==> src/rtl/lcd_timing_pkg.sv <==
package lcd_timing_pkg;

    typedef enum logic [1:0] {
        PH_DRAW    = 2'd0,
        PH_HBLANK  = 2'd1,
        PH_VDRAW   = 2'd2,
        PH_VHBLANK = 2'd3
    } phase_e;

    localparam int ST_HBL   = 0;
    localparam int ST_VBL   = 1;
    localparam int ST_MATCH = 2;

endpackage

==> src/rtl/lcd_phase_seq.sv <==
module lcd_phase_seq
    import lcd_timing_pkg::*;
#(
    parameter int DRAW_CYC  = 1006,
    parameter int BLANK_CYC = 226,
    parameter int VIS_LINES = 160,
    parameter int VBL_LINES = 68,
    localparam int TOTAL    = VIS_LINES + VBL_LINES,
    localparam int LINE_W   = $clog2(TOTAL),
    localparam int MAX_DUR  = (DRAW_CYC > BLANK_CYC) ? DRAW_CYC : BLANK_CYC,
    localparam int CNT_W    = $clog2(MAX_DUR)
) (
    input  logic              clk,
    input  logic              rst_n,
    output phase_e            phase,
    output logic [LINE_W-1:0] line,
    output logic [LINE_W-1:0] nxt_line,
    output logic              draw_end,
    output logic              line_adv
);

    logic [CNT_W-1:0] cnt, nxt_cnt;
    phase_e           nxt_phase;
    logic             last;

    // state register
    always_ff @(posedge clk or negedge rst_n) begin
        if (!rst_n) begin
            phase <= PH_DRAW;
            cnt   <= '0;
            line  <= '0;
        end else begin
            phase <= nxt_phase;
            cnt   <= nxt_cnt;
            line  <= nxt_line;
        end
    end

    assign last = (phase == PH_DRAW || phase == PH_VDRAW)
                ? (cnt == CNT_W'(DRAW_CYC - 1))
                : (cnt == CNT_W'(BLANK_CYC - 1));

    // transitions and event outputs
    always_comb begin
        nxt_phase = phase;
        nxt_cnt   = cnt + 1'b1;
        nxt_line  = line;
        draw_end  = 1'b0;
        line_adv  = 1'b0;
        unique case (phase)
            PH_DRAW: if (last) begin            // T_DRAW_END
                nxt_phase = PH_HBLANK;
                nxt_cnt   = '0;
                draw_end  = 1'b1;
            end
            PH_HBLANK: if (last) begin
                nxt_cnt  = '0;
                line_adv = 1'b1;
                nxt_line = line + 1'b1;
                nxt_phase = (line == LINE_W'(VIS_LINES - 1))
                          ? PH_VDRAW            // T_ENTER_VBL
                          : PH_DRAW;            // T_NEXT_VIS
            end
            PH_VDRAW: if (last) begin           // T_VDRAW_END
                nxt_phase = PH_VHBLANK;
                nxt_cnt   = '0;
                draw_end  = 1'b1;
            end
            PH_VHBLANK: if (last) begin
                nxt_cnt  = '0;
                line_adv = 1'b1;
                if (line == LINE_W'(TOTAL - 1)) begin
                    nxt_line  = '0;             // T_WRAP
                    nxt_phase = PH_DRAW;
                end else begin
                    nxt_line  = line + 1'b1;    // T_NEXT_VBL
                    nxt_phase = PH_VDRAW;
                end
            end
        endcase
    end

    AST_CNT_BOUND: assert property (@(posedge clk) disable iff (!rst_n)
        cnt < CNT_W'(MAX_DUR));
    AST_LINE_RANGE: assert property (@(posedge clk) disable iff (!rst_n)
        line < LINE_W'(TOTAL));
    AST_WRAP_ZERO: assert property (@(posedge clk) disable iff (!rst_n)
        (line_adv && line == LINE_W'(TOTAL - 1)) |=> (line == '0));
    AST_PHASE_LINE: assert property (@(posedge clk) disable iff (!rst_n)
        ((phase == PH_DRAW || phase == PH_HBLANK) == (line < LINE_W'(VIS_LINES))));

endmodule

==> src/rtl/lcd_event_gen.sv <==
module lcd_event_gen #(
    parameter int VIS_LINES = 160,
    parameter int LINE_W    = 8
) (
    input  logic              clk,
    input  logic              rst_n,
    input  logic              draw_end,
    input  logic              line_adv,
    input  logic              in_visible,
    input  logic [LINE_W-1:0] nxt_line,
    input  logic [LINE_W-1:0] match_line,
    input  logic              hblank_irq_en,
    input  logic              vblank_irq_en,
    input  logic              match_irq_en,
    output logic              match_flag,
    output logic              irq_hblank,
    output logic              irq_vblank,
    output logic              irq_match,
    output logic              dma_hblank,
    output logic              dma_vblank,
    output logic              render_start,
    output logic              aff_step,
    output logic              aff_reload
);

    logic vbl_enter, hit, vis_next;

    assign vbl_enter  = line_adv && (nxt_line == LINE_W'(VIS_LINES));
    assign hit        = (nxt_line == match_line);
    assign vis_next   = nxt_line < LINE_W'(VIS_LINES);
    assign aff_step   = line_adv && vis_next && (nxt_line != '0);
    assign aff_reload = vbl_enter;

    always_ff @(posedge clk or negedge rst_n) begin
        if (!rst_n) begin
            match_flag   <= 1'b0;
            irq_hblank   <= 1'b0;
            irq_vblank   <= 1'b0;
            irq_match    <= 1'b0;
            dma_hblank   <= 1'b0;
            dma_vblank   <= 1'b0;
            render_start <= 1'b0;
        end else begin
            irq_hblank   <= draw_end && hblank_irq_en;
            dma_hblank   <= draw_end && in_visible;
            irq_vblank   <= vbl_enter && vblank_irq_en;
            dma_vblank   <= vbl_enter;
            irq_match    <= line_adv && hit && match_irq_en;
            render_start <= line_adv && vis_next;
            if (line_adv) match_flag <= hit;
        end
    end

    AST_PULSE_SINGLE: assert property (@(posedge clk) disable iff (!rst_n)
        irq_hblank |=> !irq_hblank);
    AST_MATCH_IRQ_FLAG: assert property (@(posedge clk) disable iff (!rst_n)
        irq_match |-> match_flag);
    AST_MATCH_HOLD: assert property (@(posedge clk) disable iff (!rst_n)
        !line_adv |=> $stable(match_flag));

endmodule

==> src/rtl/lcd_affine_acc.sv <==
module lcd_affine_acc #(
    parameter int COORD_W = 28,
    parameter int INC_W   = 16
) (
    input  logic               clk,
    input  logic               rst_n,
    input  logic               step,
    input  logic               reload,
    input  logic [COORD_W-1:0] base_x,
    input  logic [COORD_W-1:0] base_y,
    input  logic [INC_W-1:0]   inc_x,
    input  logic [INC_W-1:0]   inc_y,
    output logic [COORD_W-1:0] ref_x,
    output logic [COORD_W-1:0] ref_y
);

    localparam int EXT_W = COORD_W - INC_W;

    logic [COORD_W-1:0] sx, sy;
    assign sx = {{EXT_W{inc_x[INC_W-1]}}, inc_x};
    assign sy = {{EXT_W{inc_y[INC_W-1]}}, inc_y};

    always_ff @(posedge clk or negedge rst_n) begin
        if (!rst_n) begin
            ref_x <= '0;
            ref_y <= '0;
        end else if (reload) begin
            ref_x <= base_x;
            ref_y <= base_y;
        end else if (step) begin
            ref_x <= ref_x + sx;
            ref_y <= ref_y + sy;
        end
    end

    AST_AFF_HOLD: assert property (@(posedge clk) disable iff (!rst_n)
        (!step && !reload) |=> ($stable(ref_x) && $stable(ref_y)));
    AST_AFF_RELOAD: assert property (@(posedge clk) disable iff (!rst_n)
        reload |=> (ref_x == $past(base_x) && ref_y == $past(base_y)));

endmodule

==> src/rtl/lcd_scan_timing.sv <==
module lcd_scan_timing
    import lcd_timing_pkg::*;
#(
    parameter int DRAW_CYC  = 1006,
    parameter int BLANK_CYC = 226,
    parameter int VIS_LINES = 160,
    parameter int VBL_LINES = 68,
    parameter int NUM_AFF   = 2,
    parameter int COORD_W   = 28,
    parameter int INC_W     = 16,
    localparam int LINE_W   = $clog2(VIS_LINES + VBL_LINES)
) (
    input  logic                            clk,
    input  logic                            rst_n,
    input  logic                            hblank_irq_en,
    input  logic                            vblank_irq_en,
    input  logic                            match_irq_en,
    input  logic [LINE_W-1:0]               match_line,
    input  logic [NUM_AFF-1:0][COORD_W-1:0] aff_base_x,
    input  logic [NUM_AFF-1:0][COORD_W-1:0] aff_base_y,
    input  logic [NUM_AFF-1:0][INC_W-1:0]   aff_inc_x,
    input  logic [NUM_AFF-1:0][INC_W-1:0]   aff_inc_y,
    output logic [LINE_W-1:0]               line_no,
    output logic [2:0]                      status,
    output logic                            irq_hblank,
    output logic                            irq_vblank,
    output logic                            irq_match,
    output logic                            dma_hblank,
    output logic                            dma_vblank,
    output logic                            render_start,
    output logic [NUM_AFF-1:0][COORD_W-1:0] aff_ref_x,
    output logic [NUM_AFF-1:0][COORD_W-1:0] aff_ref_y
);

    phase_e            phase;
    logic [LINE_W-1:0] nxt_line;
    logic              draw_end, line_adv, match_flag, aff_step, aff_reload;

    lcd_phase_seq #(
        .DRAW_CYC (DRAW_CYC),
        .BLANK_CYC(BLANK_CYC),
        .VIS_LINES(VIS_LINES),
        .VBL_LINES(VBL_LINES)
    ) u_seq (
        .clk     (clk),
        .rst_n   (rst_n),
        .phase   (phase),
        .line    (line_no),
        .nxt_line(nxt_line),
        .draw_end(draw_end),
        .line_adv(line_adv)
    );

    lcd_event_gen #(
        .VIS_LINES(VIS_LINES),
        .LINE_W   (LINE_W)
    ) u_evt (
        .clk          (clk),
        .rst_n        (rst_n),
        .draw_end     (draw_end),
        .line_adv     (line_adv),
        .in_visible   (phase == PH_DRAW),
        .nxt_line     (nxt_line),
        .match_line   (match_line),
        .hblank_irq_en(hblank_irq_en),
        .vblank_irq_en(vblank_irq_en),
        .match_irq_en (match_irq_en),
        .match_flag   (match_flag),
        .irq_hblank   (irq_hblank),
        .irq_vblank   (irq_vblank),
        .irq_match    (irq_match),
        .dma_hblank   (dma_hblank),
        .dma_vblank   (dma_vblank),
        .render_start (render_start),
        .aff_step     (aff_step),
        .aff_reload   (aff_reload)
    );

    generate
        for (genvar i = 0; i < NUM_AFF; i++) begin : g_aff
            lcd_affine_acc #(
                .COORD_W(COORD_W),
                .INC_W  (INC_W)
            ) u_acc (
                .clk   (clk),
                .rst_n (rst_n),
                .step  (aff_step),
                .reload(aff_reload),
                .base_x(aff_base_x[i]),
                .base_y(aff_base_y[i]),
                .inc_x (aff_inc_x[i]),
                .inc_y (aff_inc_y[i]),
                .ref_x (aff_ref_x[i]),
                .ref_y (aff_ref_y[i])
            );
        end
    endgenerate

    always_comb begin
        status           = '0;
        status[ST_HBL]   = (phase == PH_HBLANK) || (phase == PH_VHBLANK);
        status[ST_VBL]   = (phase == PH_VDRAW)  || (phase == PH_VHBLANK);
        status[ST_MATCH] = match_flag;
    end

    AST_HDMA_VISIBLE: assert property (@(posedge clk) disable iff (!rst_n)
        dma_hblank |-> (status[ST_HBL] && !status[ST_VBL]));
    AST_VBL_ENTRY: assert property (@(posedge clk) disable iff (!rst_n)
        dma_vblank |-> $rose(status[ST_VBL]));
    AST_RENDER_DRAW: assert property (@(posedge clk) disable iff (!rst_n)
        render_start |-> (!status[ST_HBL] && !status[ST_VBL]));

endmodule

==> config.mk <==
export PLATFORM = sky130hd
export DESIGN_NAME = lcd_scan_timing
export DESIGN_NICKNAME = d
export VERILOG_FILES = /design/src/rtl/lcd_timing_pkg.sv /design/src/rtl/lcd_phase_seq.sv /design/src/rtl/lcd_event_gen.sv /design/src/rtl/lcd_affine_acc.sv /design/src/rtl/lcd_scan_timing.sv
export SDC_FILE = /design/constraint.sdc
export NUM_CORES = 1
export LEC_CHECK = 0
export BUFFER_PORTS_ARGS = -buffer_cell sky130_fd_sc_hd__buf_2
export CAP_MARGIN = 20
export CORE_AREA = 4 4 176 178
export CTS_CLUSTER_SIZE = 28
export DETAILED_ROUTE_END_ITERATION = 6
export DIE_AREA = 0 0 180 182
export PLACE_DENSITY = 0.64
export SLEW_MARGIN = 15
export SYNTH_ARGS = -nofsm -noshare
export SYNTH_HDL_FRONTEND = slang
export SYNTH_SLANG_ARGS = --single-unit
==> constraint.sdc <==
create_clock -name clk -period 3.71 [get_ports clk]
set_input_delay 0.1855 -clock clk [delete_from_list [all_inputs] [get_ports clk]]
set_output_delay 0.1855 -clock clk [all_outputs]
set_load 0.02 [all_outputs]
After elaboration in Yosys (flattened, before gate mapping)
Cells that the tools add are included.

Flip-flop bits (word level): 139. Input bits: 189. Output and inout bits: 129. Logic and storage cells: 77.

$add $sub $neg: 6. Magnitude comparators: 1. Equal/unequal tests: 13. Mux-type cells: 25. Reduce and logical (&&, ||, !) cells: 18.

Operators by type and width (count): $mux W28 (8); $add A28 B28 Y28 (4); $eq A8 B8 Y1 const B (3); $mux W8 (3); $mux W10 (2); $pmux W8 S2 (1); $mux W2 (6); $add A10 B1 Y10 const B (1); $eq A10 B10 Y1 const B (1); $eq A10 B8 Y1 const B (1); $add A8 B1 Y8 const B (1); $eq A8 B8 Y1 (1); $logic_and A1 B1 Y1 (8); $lt A8 B8 Y1 const B (1); $pmux W2 S4 (1); $reduce_bool A8 Y1 (1); $ne A2 B1 Y1 const B (3); $eq A2 B2 Y1 const B (2); $mux W1 (4); $reduce_and A4 Y1 (1); $reduce_or A2 Y1 (2); $reduce_or A4 Y1 (1); $logic_or A1 B1 Y1 (3); $eq A2 B1 Y1 const B (1); 3 further kinds (3).

Depth between registers and ports, before layout
Depth after elaboration: 10. Mapped depth: 17. Gate-level depth less buffers: 13.

By module
From an unflattened synthesis, not the netlist that was laid out.

Cell total of the unflattened synthesis: 1397. Area total of the unflattened synthesis: 12035.3 sq um.

Modules (own cells, without submodules): lcd_affine_acc (g_aff[0].u_acc) (times used 1, cells each 624, area each 5311.3 sq um, sequential area each 1401.3 sq um); lcd_affine_acc (g_aff[1].u_acc) (times used 1, cells each 628, area each 5286.3 sq um, sequential area each 1401.3 sq um); lcd_phase_seq (times used 1, cells each 109, area each 1062.3 sq um, sequential area each 500.5 sq um); lcd_event_gen (times used 1, cells each 32, area each 356.6 sq um, sequential area each 175.2 sq um); lcd_scan_timing (times used 1, cells each 4, area each 18.8 sq um, sequential area each 0.0 sq um).

Worst setup path after synthesis
No wires, ideal clock.

Path kind: flip-flop to flip-flop. Start point: reg u_seq.cnt[3]. End point: reg g_aff[0].u_acc.ref_y[12]. Library setup time: 0.119 ns. Arrival time: 3.391 ns. Data required time: 3.591 ns. Slack: 0.200 ns. Cell stages (with the launch flop): 12. Path buffers: 3. Clock period less this slack: 3.510 ns. Cell sequence: dfrtp_1 or4b_1 nor4_2 mux2_2 nor4b_2 nand3_2 or4_4 and2_1 buf_6 buf_4 buf_2 o21a_1.

Word-level cells in the longest chain between the ends: 8. Elaborated cells on any way between the ends: 16. Those cells by class: 1 x order compare; 3 x eq/ne; 7 x mux; 5 x reduce/logical.

RTL lines: start: declaration (RTL line lcd_phase_seq.sv:22) `logic [CNT_W-1:0] cnt, nxt_cnt;`; start signal: assignment (RTL line lcd_phase_seq.sv:34) `cnt <= nxt_cnt;`; $eq A10 B8 Y1 / $eq A10 B10 Y1 (equally long branches) (RTL line lcd_phase_seq.sv:41, lcd_phase_seq.sv:40); $mux W1 (*) (RTL line lcd_phase_seq.sv:40) `? (cnt == CNT_W'(DRAW_CYC - 1))`; $mux W8, on equally long branches (RTL line lcd_phase_seq.sv:69, lcd_phase_seq.sv:56); $pmux W8 S2 (*) (RTL line lcd_phase_seq.sv:50) `unique case (phase)`; via nxt_line[1] (RTL line lcd_scan_timing.sv:36) `logic [LINE_W-1:0] nxt_line;`; $lt A8 B8 Y1 (RTL line lcd_event_gen.sv:30) `assign vis_next = nxt_line < LINE_W'(VIS_LINES);`; $logic_and A1 B1 Y1 (2 in series) (RTL line lcd_event_gen.sv:31) `assign aff_step = line_adv && vis_next && (nxt_line != '0);`; $reduce_bool A2 Y1 (no line); end signal: assignment (RTL line lcd_affine_acc.sv:29) `ref_y <= base_y;`; end signal: assignment (RTL line lcd_affine_acc.sv:32) `ref_y <= ref_y + sy;`; end: declaration (RTL line lcd_affine_acc.sv:14) `output logic [COORD_W-1:0] ref_y`.

Mark *: on every way through the listed nets, which the timed path passes. The rest lies on a longest branch. A chain may end at the register's enable or synchronous reset.

Worst setup path in the final report
Start point: reg u_seq.cnt[3]. End point: reg g_aff[0].u_acc.ref_y[27].

The elaborated chain is that of the path after synthesis.

==> results.yml <==
run_status:
  outcome: "finished, final reports clean"
setup_path:
  critPathLaunchType: "register"
  crit_path_end_kind: "register"
  path_buf_inv: 2
  critPathKind: "register to register"
  reg2reg_slack_ns: 0.12
  required_ns: 4.02
  cp_max_fo: 17
  cp_top_family: "simple AND/OR/NAND/NOR gates"
  path_common_cell: "or4_4"
  slowest_stage: "or4b_4"
  path_cells: "or4b_4 > or4_4 > or4_4 > nand3_4 > nand2_2 > o21a_1 > buf_4 > nand3_1 > buf_12 > nor4b_2 > a211oi_1 > o211ai_1"
  worst_path_largest_cell_delay_ns: 0.59
  arrival_ns: 3.90
sta:
  fmax_mhz: 278.4
  fin_crit_sh: 0.9683
  finalSetupViolCount: 0
  worst_slew_pin_slew_ns: 0.8434
  fin_ws_ns: 0.1175
  min_period_ns: 3.592
  hold_viol: 0
  report.final.slew_viol_count: 0
  relSlewSlack: 0.4378
  skew_ns: 0.01364
global_route:
  use_met2: 0.3656
  track_usage: 0.2164
  grt_use_met1: 0.2720
  antenna_found_initial: 3
  first_global_vias: 11690
  grt.busiest_layer: "met2"
  met3_usage: 0.05469
  grt_max_degree: 85
  grt_pass1_wl_um: 58620
  grt-ovfl-total: 0
place:
  globalplace.congestion: 0.8835
  io_buffers: 317
  dp_cells: 2128
  placedInstanceArea_um2: 13770
  dp_hpwl_um: 27550
  preCtsSetupSlack_ns: 0.03810
finish:
  fillers: 2857
  fin_util: 0.5049
  final_nets: 2097
  finish.instance_area_um2: 14840
  stdcell_count: 2198
  syn_to_final_growth_pct: 27.78
  drive_above_1_share: 0.2320
pwr:
  p_sw_frac: 0.2778
  power_density_nw_per_um2: 290.9
  switching_power_mw: 1.199
  power_mw: 4.318
  vdd_drop_max_uv: 321.4
  p_comb_frac: 0.199
  p_seq_frac: 0.354
  p_int_mw: 3.118
  power_leakage_nw: 7.155
  clock_power_share: 0.448
synth:
  synth_cell_types: 74
  synth.top_cells.by_count: "nand2_1 (168), a21oi_1 (154), nor2_1 (146), dfrtp_1 (139), o21ai_0 (118)"
  yosys.area.top_type: "dfrtp_1"
  synth_top_flop_cell: "dfrtp_1"
  synth_most_common_cell: "nand2_1"
  ys_seq_area_frac: 0.2994
  yosysWarnings: 0
  async_flop_share: 1.000
  synth_top_area_frac: 0.2994
  synth.area.top_cells: "dfrtp_1 (30%), ha_1 (12%), a21oi_1 (6.6%), nand2_1 (5.4%), o21ai_0 (5.1%)"
  syn_inst: 1444
  synth_edf_count: 0
  syn-mean-instance-area_um2: 8.045
  synth_seq_cells: 139
  syn_nets: 1748
  netlist_area_um2: 11620
clock_network:
  cts_setup_buffers: 0
  h-tree-depth: 4
  cts.sinks: 139
  numCtsBuffers: 17
  clk_latency_ns: 0.44
  cts_buffer_depth: 2
  path_clk_slew_ns: 0.07
  cts_tree: "yes"
  cts-root-buf: "clkbuf_16"
flow_run:
  maxCapViolations: 0
detailed_routing:
  wl_um: 36890
  viasPerCell: 5.446
  dr_total_vias: 11970
  wl_per_cell_um: 16.78
  drt-pass1-iter-count: 5
  drt-initial-drc-count: 694
  drc: 0
  antenna_left: 0
floorplanning:
  die_width_um: 180
  io_pins: 318
  core_um2: 29400
  initial_core_util: 0.3951
  die_h_um: 182
  die_area_um2: 32760
  num_rows: 63
hold_path:
  hold_path.class: "input port to register"
## cells in the final DEF (no fill, tap or decap), types with 7 or more instances in the layout
cell type	instances
or3_1	13
ha_1	111
and3_1	18
clkbuf_16	17
o21ai_0	118
o21a_1	11
a21o_1	49
and2_1	8
xor2_1	48
nand2b_1	12
nor2_1	146
o31ai_1	8
a21oi_1	153
xnor2_1	55
nor2b_1	16
buf_2	316
a22oi_1	14
buf_4	27
nand3_1	41
dfrtp_1	139
nand4_1	15
a31oi_1	33
inv_1	44
a211oi_1	17
nand2_1	168
o211ai_1	11
nor3_1	23
dlygate4sd3_1	34
or2_2	7
o21bai_1	8
mux2i_1	9
## power groups by stage
stage | logic (mW) | clock network [mW] | registers, mW
5_1_grt | 0.970 | 2.03 | 1.53
2_1_floorplan | 0.546 | 0 | 1.56
6_report | 0.858 | 1.93 | 1.53
3_5_place_dp | 0.819 | 0 | 1.55
4_1_cts | 0.856 | 1.97 | 1.53
3_3_place_gp | 0.812 | 0 | 1.55
## logic make-up after synthesis
| group | Yosys count | share of synthesized area |
|---|---|---|
| DFF | 139 | 0.2994 |
| adders and majority gates | 115 | 0.1264 |
| AOI/OAI and AO/OA | 473 | 0.2478 |
| buffers and inverters | 101 | 0.03737 |
| xor gates and xnor gates | 103 | 0.07765 |
| muxes | 11 | 0.009693 |
| and+or+nand+nor | 502 | 0.2016 |
## final cells by class
| cell class | instances | area [um^2] | share of cell area |
|---|---|---|---|
| multi-input cells | 1206 | 7800 | 0.5255 |
| flip-flops and latches | 139 | 3478 | 0.2343 |
| repair buffers | 385 | 2258 | 0.1521 |
| clock buffers | 19 | 432.9 | 0.02916 |
| clock inverters | 13 | 216.5 | 0.01458 |
| diodes | 2 | 5.005 | 0.0003372 |
| inverters | 44 | 165.2 | 0.01113 |
| well taps | 390 | 488.0 | 0.03287 |
## per-layer routing
layer	part of all wire	wire length (um)
met1	0.44	16160
met2	0.47	17420
met3	0.065	2408
met4	0.024	894
met5	0.00022	8
## through the flow
step	TNS, ns	hold slack [ns]
final	0	0.01974
after CTS	0	0.00008982
after detailed placement	0	0.3211
after global placement	0	0.3181
after global routing	-0.00006128	0.01649
after floorplan	0	-0.1101
## worst paths after layout
kind	start	endpoint	depth (start not counted)
setup / recovery	u_seq.cnt[3]	g_aff[0].u_acc.ref_y[27]	12
hold / removal	aff_base_y[40]	g_aff[1].u_acc.ref_y[12]	3
setup reg to reg	u_seq.cnt[3]	g_aff[0].u_acc.ref_y[27]	12
hold reg to reg	u_evt.match_flag	u_evt.match_flag	1
max in group asynchronous	rst_n	g_aff[1].u_acc.ref_y[18]	3
min in group asynchronous	rst_n	g_aff[1].u_acc.ref_x[9]	2
## worst register-to-register path, cell delays in order, from the launching register on
cell      delay, ns
dfrtp_1        0.39
or4b_4         0.59
or4_4          0.59
or4_4          0.55
nand3_4        0.14
nand2_2        0.10
o21a_1         0.22
buf_4          0.16
nand3_1        0.12
buf_12         0.17
nor4b_2        0.07
a211oi_1       0.26
o211ai_1       0.12
## sequential cells by signal (all words and copies together) (netlist names)
| register | count |
|---|---|
| g_aff.u_acc.ref_x | 56 |
| g_aff.u_acc.ref_y | 56 |
| u_seq.cnt | 10 |
| u_seq.line | 8 |
| u_seq.phase | 2 |
| u_evt.dma_hblank | 1 |
| u_evt.dma_vblank | 1 |
| u_evt.irq_hblank | 1 |
| u_evt.irq_match | 1 |
| u_evt.irq_vblank | 1 |
| u_evt.match_flag | 1 |
| u_evt.render_start | 1 |
## what timing repair did
| item | in CTS | in global routing |
|---|---|---|
| setup endpoints to repair | 0 | 61 |
| hold buffers | 34 | 0 |
| gates resized for setup | 0 | 12 |
| hold endpoints to repair | 115 | 0 |
No activity file was read; power rests on OpenSTA's default activity.
